==> config.mk <==
export PLATFORM = sky130hd
export DESIGN_NAME = mdio_master
export DESIGN_NICKNAME = d
export VERILOG_FILES = /design/src/rtl/mdio_pkg.sv /design/src/rtl/mdio_clkgen.sv /design/src/rtl/mdio_shifter.sv /design/src/rtl/mdio_master.sv
export SDC_FILE = /design/constraint.sdc
export NUM_CORES = 1
export LEC_CHECK = 0
export BUFFER_PORTS_ARGS = -buffer_cell sky130_fd_sc_hd__buf_2
export CAP_MARGIN = 20
export CORE_ASPECT_RATIO = 0.75
export CORE_MARGIN = 4
export CORE_UTILIZATION = 57
export DETAILED_ROUTE_END_ITERATION = 10
export PLACE_DENSITY = 0.76
export SKIP_CTS_REPAIR_TIMING = 1
export SYNTH_ARGS = -nofsm -noshare
export SYNTH_HDL_FRONTEND = slang
export SYNTH_HIERARCHICAL = 1
export SYNTH_SLANG_ARGS = --single-unit
==> constraint.sdc <==
create_clock -name clk -period 4.9 [get_ports clk]
set_input_delay 0.245 -clock clk [delete_from_list [all_inputs] [get_ports clk]]
set_output_delay 0.245 -clock clk [all_outputs]
set_load 0.005 [all_outputs]
==> src/rtl/mdio_pkg.sv <==
package mdio_pkg;
  localparam int FRAME_BITS = 64;
  localparam int TA_POS     = 46;
  localparam int DATA_POS   = 48;

  typedef struct packed {
    logic       c45;
    logic [1:0] opc;
    logic [4:0] port;
    logic [4:0] dev;
  } mdio_op_t;

  // read opcodes: clause 45 uses 11, clause 22 uses 10
  function automatic logic op_is_read(mdio_op_t o);
    return o.c45 ? (o.opc == 2'b11) : (o.opc == 2'b10);
  endfunction

  function automatic logic [FRAME_BITS-1:0] build_frame(mdio_op_t o, logic [15:0] addr,
                                                         logic [15:0] wdat);
    logic [15:0] payload;
    logic [1:0]  ta;
    logic [1:0]  st;
    payload = (o.c45 && o.opc == 2'b00) ? addr : wdat;
    ta      = op_is_read(o) ? 2'b11 : 2'b10;
    st      = o.c45 ? 2'b00 : 2'b01;
    return {32'hFFFF_FFFF, st, o.opc, o.port, o.dev, ta, payload};
  endfunction
endpackage

==> src/rtl/mdio_clkgen.sv <==
module mdio_clkgen #(
  parameter int HALF = 2
) (
  input  logic clk,
  input  logic rst_n,
  input  logic run,
  output logic mdc,
  output logic rise_tk,
  output logic end_tk
);
  localparam int PER = 2 * HALF;
  localparam int CW  = (PER > 2) ? $clog2(PER) : 1;

  logic [CW-1:0] cnt;

  always_ff @(posedge clk) begin
    if (!rst_n)                       cnt <= '0;
    else if (!run)                    cnt <= '0;
    else if (cnt == CW'(PER - 1))     cnt <= '0;
    else                              cnt <= cnt + 1'b1;
  end

  assign mdc     = run && (cnt >= CW'(HALF));
  assign rise_tk = run && (cnt == CW'(HALF));
  assign end_tk  = run && (cnt == CW'(PER - 1));


  mdc_needs_run_chk: assert property (@(posedge clk) disable iff (!rst_n)
    $rose(mdc) |-> $past(run));
endmodule

==> src/rtl/mdio_shifter.sv <==
module mdio_shifter
  import mdio_pkg::*;
(
  input  logic                  clk,
  input  logic                  rst_n,
  input  logic                  load,
  input  logic [FRAME_BITS-1:0] frame_in,
  input  logic                  rd_in,
  input  logic                  bit_rise,
  input  logic                  bit_end,
  input  logic                  mdio_i,
  output logic                  busy,
  output logic                  cur_rd,
  output logic [5:0]            bit_idx,
  output logic                  last_bit,
  output logic                  done,
  output logic [15:0]           rd_word,
  output logic                  mdio_o,
  output logic                  mdio_oe
);
  logic [FRAME_BITS-1:0] sh;
  logic [15:0]           rd_sh;

  assign last_bit = (bit_idx == 6'(FRAME_BITS - 1));
  assign done     = busy && bit_end && last_bit;

  always_ff @(posedge clk) begin
    if (!rst_n) begin
      busy    <= 1'b0;
      cur_rd  <= 1'b0;
      bit_idx <= '0;
      sh      <= '0;
      rd_sh   <= '0;
    end else if (load) begin
      busy    <= 1'b1;
      cur_rd  <= rd_in;
      bit_idx <= '0;
      sh      <= frame_in;
    end else if (busy) begin
      if (bit_rise && cur_rd && bit_idx >= 6'(DATA_POS))
        rd_sh <= {rd_sh[14:0], mdio_i};
      if (bit_end) begin
        sh <= sh << 1;
        if (last_bit) begin
          busy    <= 1'b0;
          bit_idx <= '0;
        end else begin
          bit_idx <= bit_idx + 1'b1;
        end
      end
    end
  end

  assign rd_word = rd_sh;
  assign mdio_o  = sh[FRAME_BITS-1];
  assign mdio_oe = busy && !(cur_rd && bit_idx >= 6'(TA_POS));


  preamble_ones_chk: assert property (@(posedge clk) disable iff (!rst_n)
    (busy && bit_idx < 6'd32) |-> mdio_o);
endmodule

==> src/rtl/mdio_master.sv <==
module mdio_master
  import mdio_pkg::*;
#(
  parameter int MDC_HALF = 2
) (
  input  logic        clk,
  input  logic        rst_n,
  input  logic        host_we,
  input  logic [1:0]  host_wsel,
  input  logic [15:0] host_wdata,
  input  logic [1:0]  host_rsel,
  output logic [15:0] host_rdata,
  output logic        mdc,
  output logic        mdio_o,
  output logic        mdio_oe,
  input  logic        mdio_i
);
  logic [15:0] data_q, addr_q, op_q;
  logic        busy, cur_rd, last_bit, done, rise_tk, end_tk;
  logic [5:0]  bit_idx;
  logic [15:0] rd_word;
  logic        go_req, load;
  mdio_op_t    op_s;

  assign op_s   = mdio_op_t'(op_q[12:0]);
  assign go_req = host_we && (host_wsel == 2'd3) && host_wdata[0];
  assign load   = go_req && !busy;

  always_ff @(posedge clk) begin
    if (!rst_n) begin
      data_q <= '0;
      addr_q <= '0;
      op_q   <= '0;
    end else begin
      if (done && cur_rd)                          data_q <= rd_word;
      else if (host_we && host_wsel == 2'd0)       data_q <= host_wdata;
      if (host_we && host_wsel == 2'd1)            addr_q <= host_wdata;
      if (host_we && host_wsel == 2'd2)            op_q   <= host_wdata;
    end
  end

  always_comb begin
    case (host_rsel)
      2'd0:    host_rdata = data_q;
      2'd1:    host_rdata = addr_q;
      2'd2:    host_rdata = op_q;
      default: host_rdata = {15'd0, busy};
    endcase
  end

  mdio_clkgen #(.HALF(MDC_HALF)) u_clk (
    .clk(clk), .rst_n(rst_n), .run(busy),
    .mdc(mdc), .rise_tk(rise_tk), .end_tk(end_tk)
  );

  mdio_shifter u_sh (
    .clk(clk), .rst_n(rst_n), .load(load),
    .frame_in(build_frame(op_s, addr_q, data_q)), .rd_in(op_is_read(op_s)),
    .bit_rise(rise_tk), .bit_end(end_tk), .mdio_i(mdio_i),
    .busy(busy), .cur_rd(cur_rd), .bit_idx(bit_idx), .last_bit(last_bit),
    .done(done), .rd_word(rd_word), .mdio_o(mdio_o), .mdio_oe(mdio_oe)
  );


  idle_quiet_chk: assert property (@(posedge clk) disable iff (!rst_n)
    !busy |-> (!mdc && !mdio_oe));


  busy_fall_chk: assert property (@(posedge clk) disable iff (!rst_n)
    $fell(busy) |-> $past(last_bit && end_tk));


  ignore_go_chk: assert property (@(posedge clk) disable iff (!rst_n)
    (busy && go_req && bit_idx != 6'd0 && !last_bit) |=> (busy && bit_idx != 6'd0));


  mdio_hold_chk: assert property (@(posedge clk) disable iff (!rst_n)
    (mdc && $past(mdc)) |-> ($stable(mdio_o) && $stable(mdio_oe)));
endmodule

; After elaboration in Yosys (flattened, before gate mapping)
; Index checks and enable logic that the tools add are counted.
[word_totals]
regBits = 138
input_bits = 24
output_inout_bits = 19
elab_cells = 72
[op_classes]
addsub = 2
magnitude_cmp = 3
eq_ne = 10
mux = 15
bitwise = 3
n_reduce_logical = 30
[op_table]
columns = operator, n
row1 = 64-bit two-way mux, 3
row2 = 16-bit two-way mux, 3
row3 = 16-bit one-hot mux with 3 select lines, 1
row4 = 1-bit logical AND, 17
row5 = 2-bit equality test (second input constant), 7
row6 = 6-bit >= comparator (second input constant), 2
row7 = 1-bit two-way mux, 7
row8 = 6-bit by 1-bit adder with 6-bit output (second input constant), 1
row9 = 6-bit equality test (second input constant), 1
row10 = 2-bit logical NOT, 3
row11 = 6-bit two-way mux, 1
row12 = 2-bit nonzero test, 3
row13 = 2-bit by 1-bit equality test with 1-bit output (second input constant), 2
row14 = 2-bit AND reduction, 2
row15 = 1-bit inverter, 3
row16 = 3-bit AND reduction, 1
row17 = 3-bit OR reduction, 1
row18 = 2-bit by 1-bit adder with 2-bit output (second input constant), 1
row19 = 2-bit >= comparator (second input constant), 1
row20 = 1-bit logical NOT, 2
row21 = 2-bit OR reduction, 1

; Logic depth before layout (Yosys ltp)
[depth]
ltp_word = 6
mapped_depth = 9
mapped_depth_nobuf = 7

; Modules after synthesis
; Netlist, hierarchy kept.
[modules_own_cells]
columns = module, n_inst, cells_per_inst, area_each_um2, seq_area_each_um2
row1 = mdio_shifter, 1, 422, 4087.7, 1761.7
row2 = mdio_master, 1, 309, 2506.2, 960.9
row3 = mdio_clkgen, 1, 10, 116.4, 40.0

; Least setup slack after synthesis
; No wires, ideal clock.
[synth_path]
path_kind = reg2reg
startpoint = register u_clk.cnt[0]
endpoint = register data_q[11]
setup_ps = 74
t_arrival_ps = 1738
required_time_ps = 4826
setup_slack_ps = 3087
stages_incl_launch_ff = 10
path_buffers = 2
synth_period_minus_slack_ps = 1813
cell_sequence = dfxtp_1 > ha_1 > and2_2 > nand2_2 > clkbuf_1 > nor3_1 > nand2_1 > clkbuf_1 > o21ai_0 > a31oi_1
[synth_between]
elab_chain_len = 6
word_cells_on_any_way = 7
classes_between = 1 x eq/ne / 1 x mux / 5 x reduce/logical
[synth_lines]
columns = item, line_no
row1 = "start, declared", mdio_clkgen.sv:14  ; logic [CW-1:0] cnt;
row2 = "start signal, assigned", mdio_clkgen.sv:20  ; else cnt <= cnt + 1'b1;
row3 = 2-bit equality test *, mdio_clkgen.sv:25  ; assign end_tk = run && (cnt == CW'(PER - 1));
row4 = 1-bit logical AND *, mdio_clkgen.sv:25
row5 = named net end_tk, mdio_master.sv:19  ; logic busy, cur_rd, last_bit, done, rise_tk, end_tk;
row6 = 1-bit logical AND * (2 in series), mdio_shifter.sv:25  ; assign done = busy && bit_end && last_bit;
row7 = named net done, mdio_master.sv:19
row8 = 1-bit logical AND *, mdio_master.sv:35  ; if (done && cur_rd) data_q <= rd_word;
row9 = 16-bit two-way mux or 2-bit nonzero test (tied branches), n/a
row10 = "end signal, assigned", mdio_master.sv:35
row11 = "end signal, assigned", mdio_master.sv:36  ; else if (host_we && host_wsel == 2'd0) data_q <= host_wdata;
row12 = "end, declared", mdio_master.sv:18  ; logic [15:0] data_q, addr_q, op_q;
; Mark *: on every way through the listed nets, which the timed path passes. The rest lies on a longest branch.
; A chain may end at the register's enable or synchronous reset.

; Worst setup path after layout
[layout_path]
startpoint = register u_sh.busy
endpoint = register data_q[5]
[layout_between]
elab_chain_len = 5
word_cells_on_any_way = 6
classes_between = 1 x mux / 5 x reduce/logical
[layout_lines]
columns = item, line_no
row1 = "start, declared", mdio_shifter.sv:12  ; output logic busy,
row2 = "start signal, assigned", mdio_shifter.sv:29  ; busy <= 1'b0;
row3 = "start signal, assigned", mdio_shifter.sv:35  ; busy <= 1'b1;
row4 = "start signal, assigned", mdio_shifter.sv:45  ; busy <= 1'b0;
row5 = 1-bit logical AND *, mdio_clkgen.sv:25
row6 = named net end_tk, mdio_master.sv:19
row7 = 1-bit logical AND * (2 in series), mdio_shifter.sv:25
row8 = named net done, mdio_master.sv:19
row9 = 1-bit logical AND *, mdio_master.sv:35
row10 = 16-bit two-way mux or 2-bit nonzero test (tied branches), n/a
; Marked as above.

==> impl_metrics.toml <==
[sta]
drv_slew = 0
setup_viol = 0
finalCritPeriodShare_pct = 69.1
slew_headroom_pct = 33.3
tns_ns = 0
max_freq_mhz = 295
skew_ns = 0.0182
min_period_ns = 3.39
tightest_slew_ns = 1.00
hold_violations = 0
timing.hold.ws_ns = 0.0861
rsz0062_at_grt = "false"

[synthesis]
synthTopCellsByArea = "dfxtp_1 41%, o211a_1 9.4%, a211o_1 8.2%"
synthFlopType = "dfxtp_1"
synth.top_cells.by_count = "138 x dfxtp_1, 125 x nand2_1, 63 x a211o_1, 63 x and3_1, 63 x o211a_1"
post-synth-top-area-cell = "dfxtp_1"
synthCells = 741
syn_avg_cell_area_um2 = 9.06
synth_area_um2 = 6710
synth.yosys.seq_area_share_pct = 41.2
yosysWarnings = 6
synth-edff-count = 0
synth.distinct_cells = 45
yosysTopAreaCellShare_pct = 41.2
synth.most_common_cell = "dfxtp_1"
synth-seq-cells = 138
async_reset_ff_share_pct = 0

[pwr]
power_frac_comb_pct = 6.1
cellLeakagePower_nw = 4.03
power.internal_mw = 2.09
ir_drop_uv = 254
p_sw_mw = 0.627
clkPwrFrac_pct = 50.6
p_seq_share_pct = 43.3
swShare_pct = 23.0
power.density_nw_per_um2 = 359

[critical_path]
worstSetupEndpoint = "data_q[5]"
cpPeakStageDelay_ns = 0.95
path_depth = 6
cp-start-kind = "register"
r2r-end = "data_q[5]"
cp_data_required_time_ns = 5.14
cp-end-kind = "register"
path_delay_family = "simple AND/OR/NAND/NOR gates"
crit_chain = "and2_2, nand2_2, nor3_1, nand2_1, o21ai_0, a31oi_1"
crit_buf_inv = 0
worstPathArrival_ns = 3.63
path_max_fanout = 67
r2r_slack_ns = 1.51
r2r_cells = 6
r2r-start = "u_sh/busy"
cp_slowest_cell = "and2_2"
startpoint = "u_sh/busy"
worstSetupPathType = "register to register"

[cells_and_area]
fin_nets = 795
area_growth_syn_to_layout_pct = 13.0
n_antenna_cell = 0
drive_gt1_share_pct = 14.3

[clocking]
cts.clk_slew.worst_paths_ns = 0.06
cts_buffers = 17
htree_levels = 4
clk_latency_ns = 0.42
cts_tree = "yes"
clk_path_buf_depth = 2
root_buffer = "clkbuf_16"
cts_sinks = 138

[die]
die_w_um = 133
rows = 34
start_util_pct = 58.0
num_io_pins = 43
die-height_um = 102
die-area_um2 = 13600
core_um2 = 11600

[route]
drt-pass1-iter-count = 5
wirelength_um = 17300
wl_per_cell_um = 18.3
routed_via_density = 6.14
ant_nets = 0
num_vias = 5788
drt_iter0_markers = 650
drc_errors = 0

[place]
hpwlAfterDp_um = 9910
io_buffers = 42
place.gp.congestion = 0.838

[run_status]
status = "complete, no violations"

[grt]
grt-ovfl-total = 0
grt_pass1_wl_um = 28200
grt.total_usage_pct = 25.8
grt_pass1_vias = 5470
grt_max_degree = 74
antenna_found_initial = 0

[hold_path]
min_path_type = "input port to register"

[flow_run]
cap_violations = 0
[cell type report]
type                            count  area, µm²
Clock buffer                       18        439
Clock inverter                     14        195
Fill cell                         924       3990
Inverter                            4       15.0
Multi-Input combinational cell    559       3710
Sequential cell                   138       2760
Tap cell                          162        203
Timing Repair Buffer               48        258
[layout by cell type, fill, tap and decap left out, drive strengths merged, types with 2 or more instances in the layout]
cell      instances
nand2           126
nor2b             2
inv               6
nor3              3
mux2i            16
a21oi             3
nor2              2
or3               2
conb             34
and3b             2
clkinv            4
and4bb            2
and2              5
buf              48
mux2             16
a21boi           49
and3             63
o21a              2
bufinv            4
dfxtp           138
o21ai            50
clkinvlp          4
nand3b            2
ha                3
clkbuf           18
a211o            63
a31oi            20
o211ai            2
nand3            21
o211a            63
[power by group through the flow]
stage,Clock [mW],Sequential (mW),Combinational (mW)
after floorplan,0,1.19,0.122
after global placement,0,1.20,0.158
after detailed placement,0,1.20,0.162
after CTS,1.40,1.18,0.163
after global routing,1.45,1.18,0.182
final,1.38,1.18,0.166
[logic make-up after synthesis]
logic type / Yosys count / share of synthesized area (%)
multiplexers: 33 / 5.41
flip-flops: 138 / 41.2
XOR/XNOR: 2 / 0.261
AO/OA/AOI/OAI: 252 / 29.4
other: 2 / 0.112
buffers and inverters: 76 / 5.41
AND/OR/NAND/NOR: 235 / 17.7
adder cells (fa/ha/maj): 3 / 0.559
[per-stage QoR]
stage / instances / power, mW / area [µm²] / setup slack (ns) / util (%)
finish: 943 / 2.72 / 7580 / 1.51 / 65.5
global route: 943 / 2.82 / 7580 / 1.26 / 65.5
CTS: 943 / 2.74 / 7580 / 1.56 / 65.5
detailed placement: 911 / 1.36 / 6950 / 1.75 / 60.1
global placement: 911 / 1.36 / 6950 / 1.90 / 60.1
floorplan: 773 / 1.31 / 6830 / 3.09 / -
[worst min-delay path by stage]
stage	startpoint	to	cells past startpoint
global route	host_wdata[4]	addr_q[4]	3
floorplan	host_wdata[2]	addr_q[2]	2
CTS	host_wdata[4]	addr_q[4]	3
detailed placement	addr_q[4]	addr_q[4]	2
finish	host_wdata[4]	addr_q[4]	3
global placement	op_q[14]	op_q[14]	2
[worst min-delay path, delay by kind of cell]
family,cells,cell delay (ns)
simple gates,1,0.05
compound gates,1,0.05
buf+inv,1,0.12
[registers in the layout, indices dropped and copies added, names as in the netlist]
signal,count
op_q,16
u_sh/busy,1
u_sh/rd_word,16
u_sh/sh,64
u_sh/bit_idx,6
u_clk/cnt,2
u_sh/cur_rd,1
data_q,16
addr_q,16
[routing by layer]
metal,track usage [%],part of all wire (%)
met1,35.4,45
met2,40.4,46
met3,6.10,7.8
met4,8.62,1.2
met5,0,0
(Power assumes the default switching activity.)
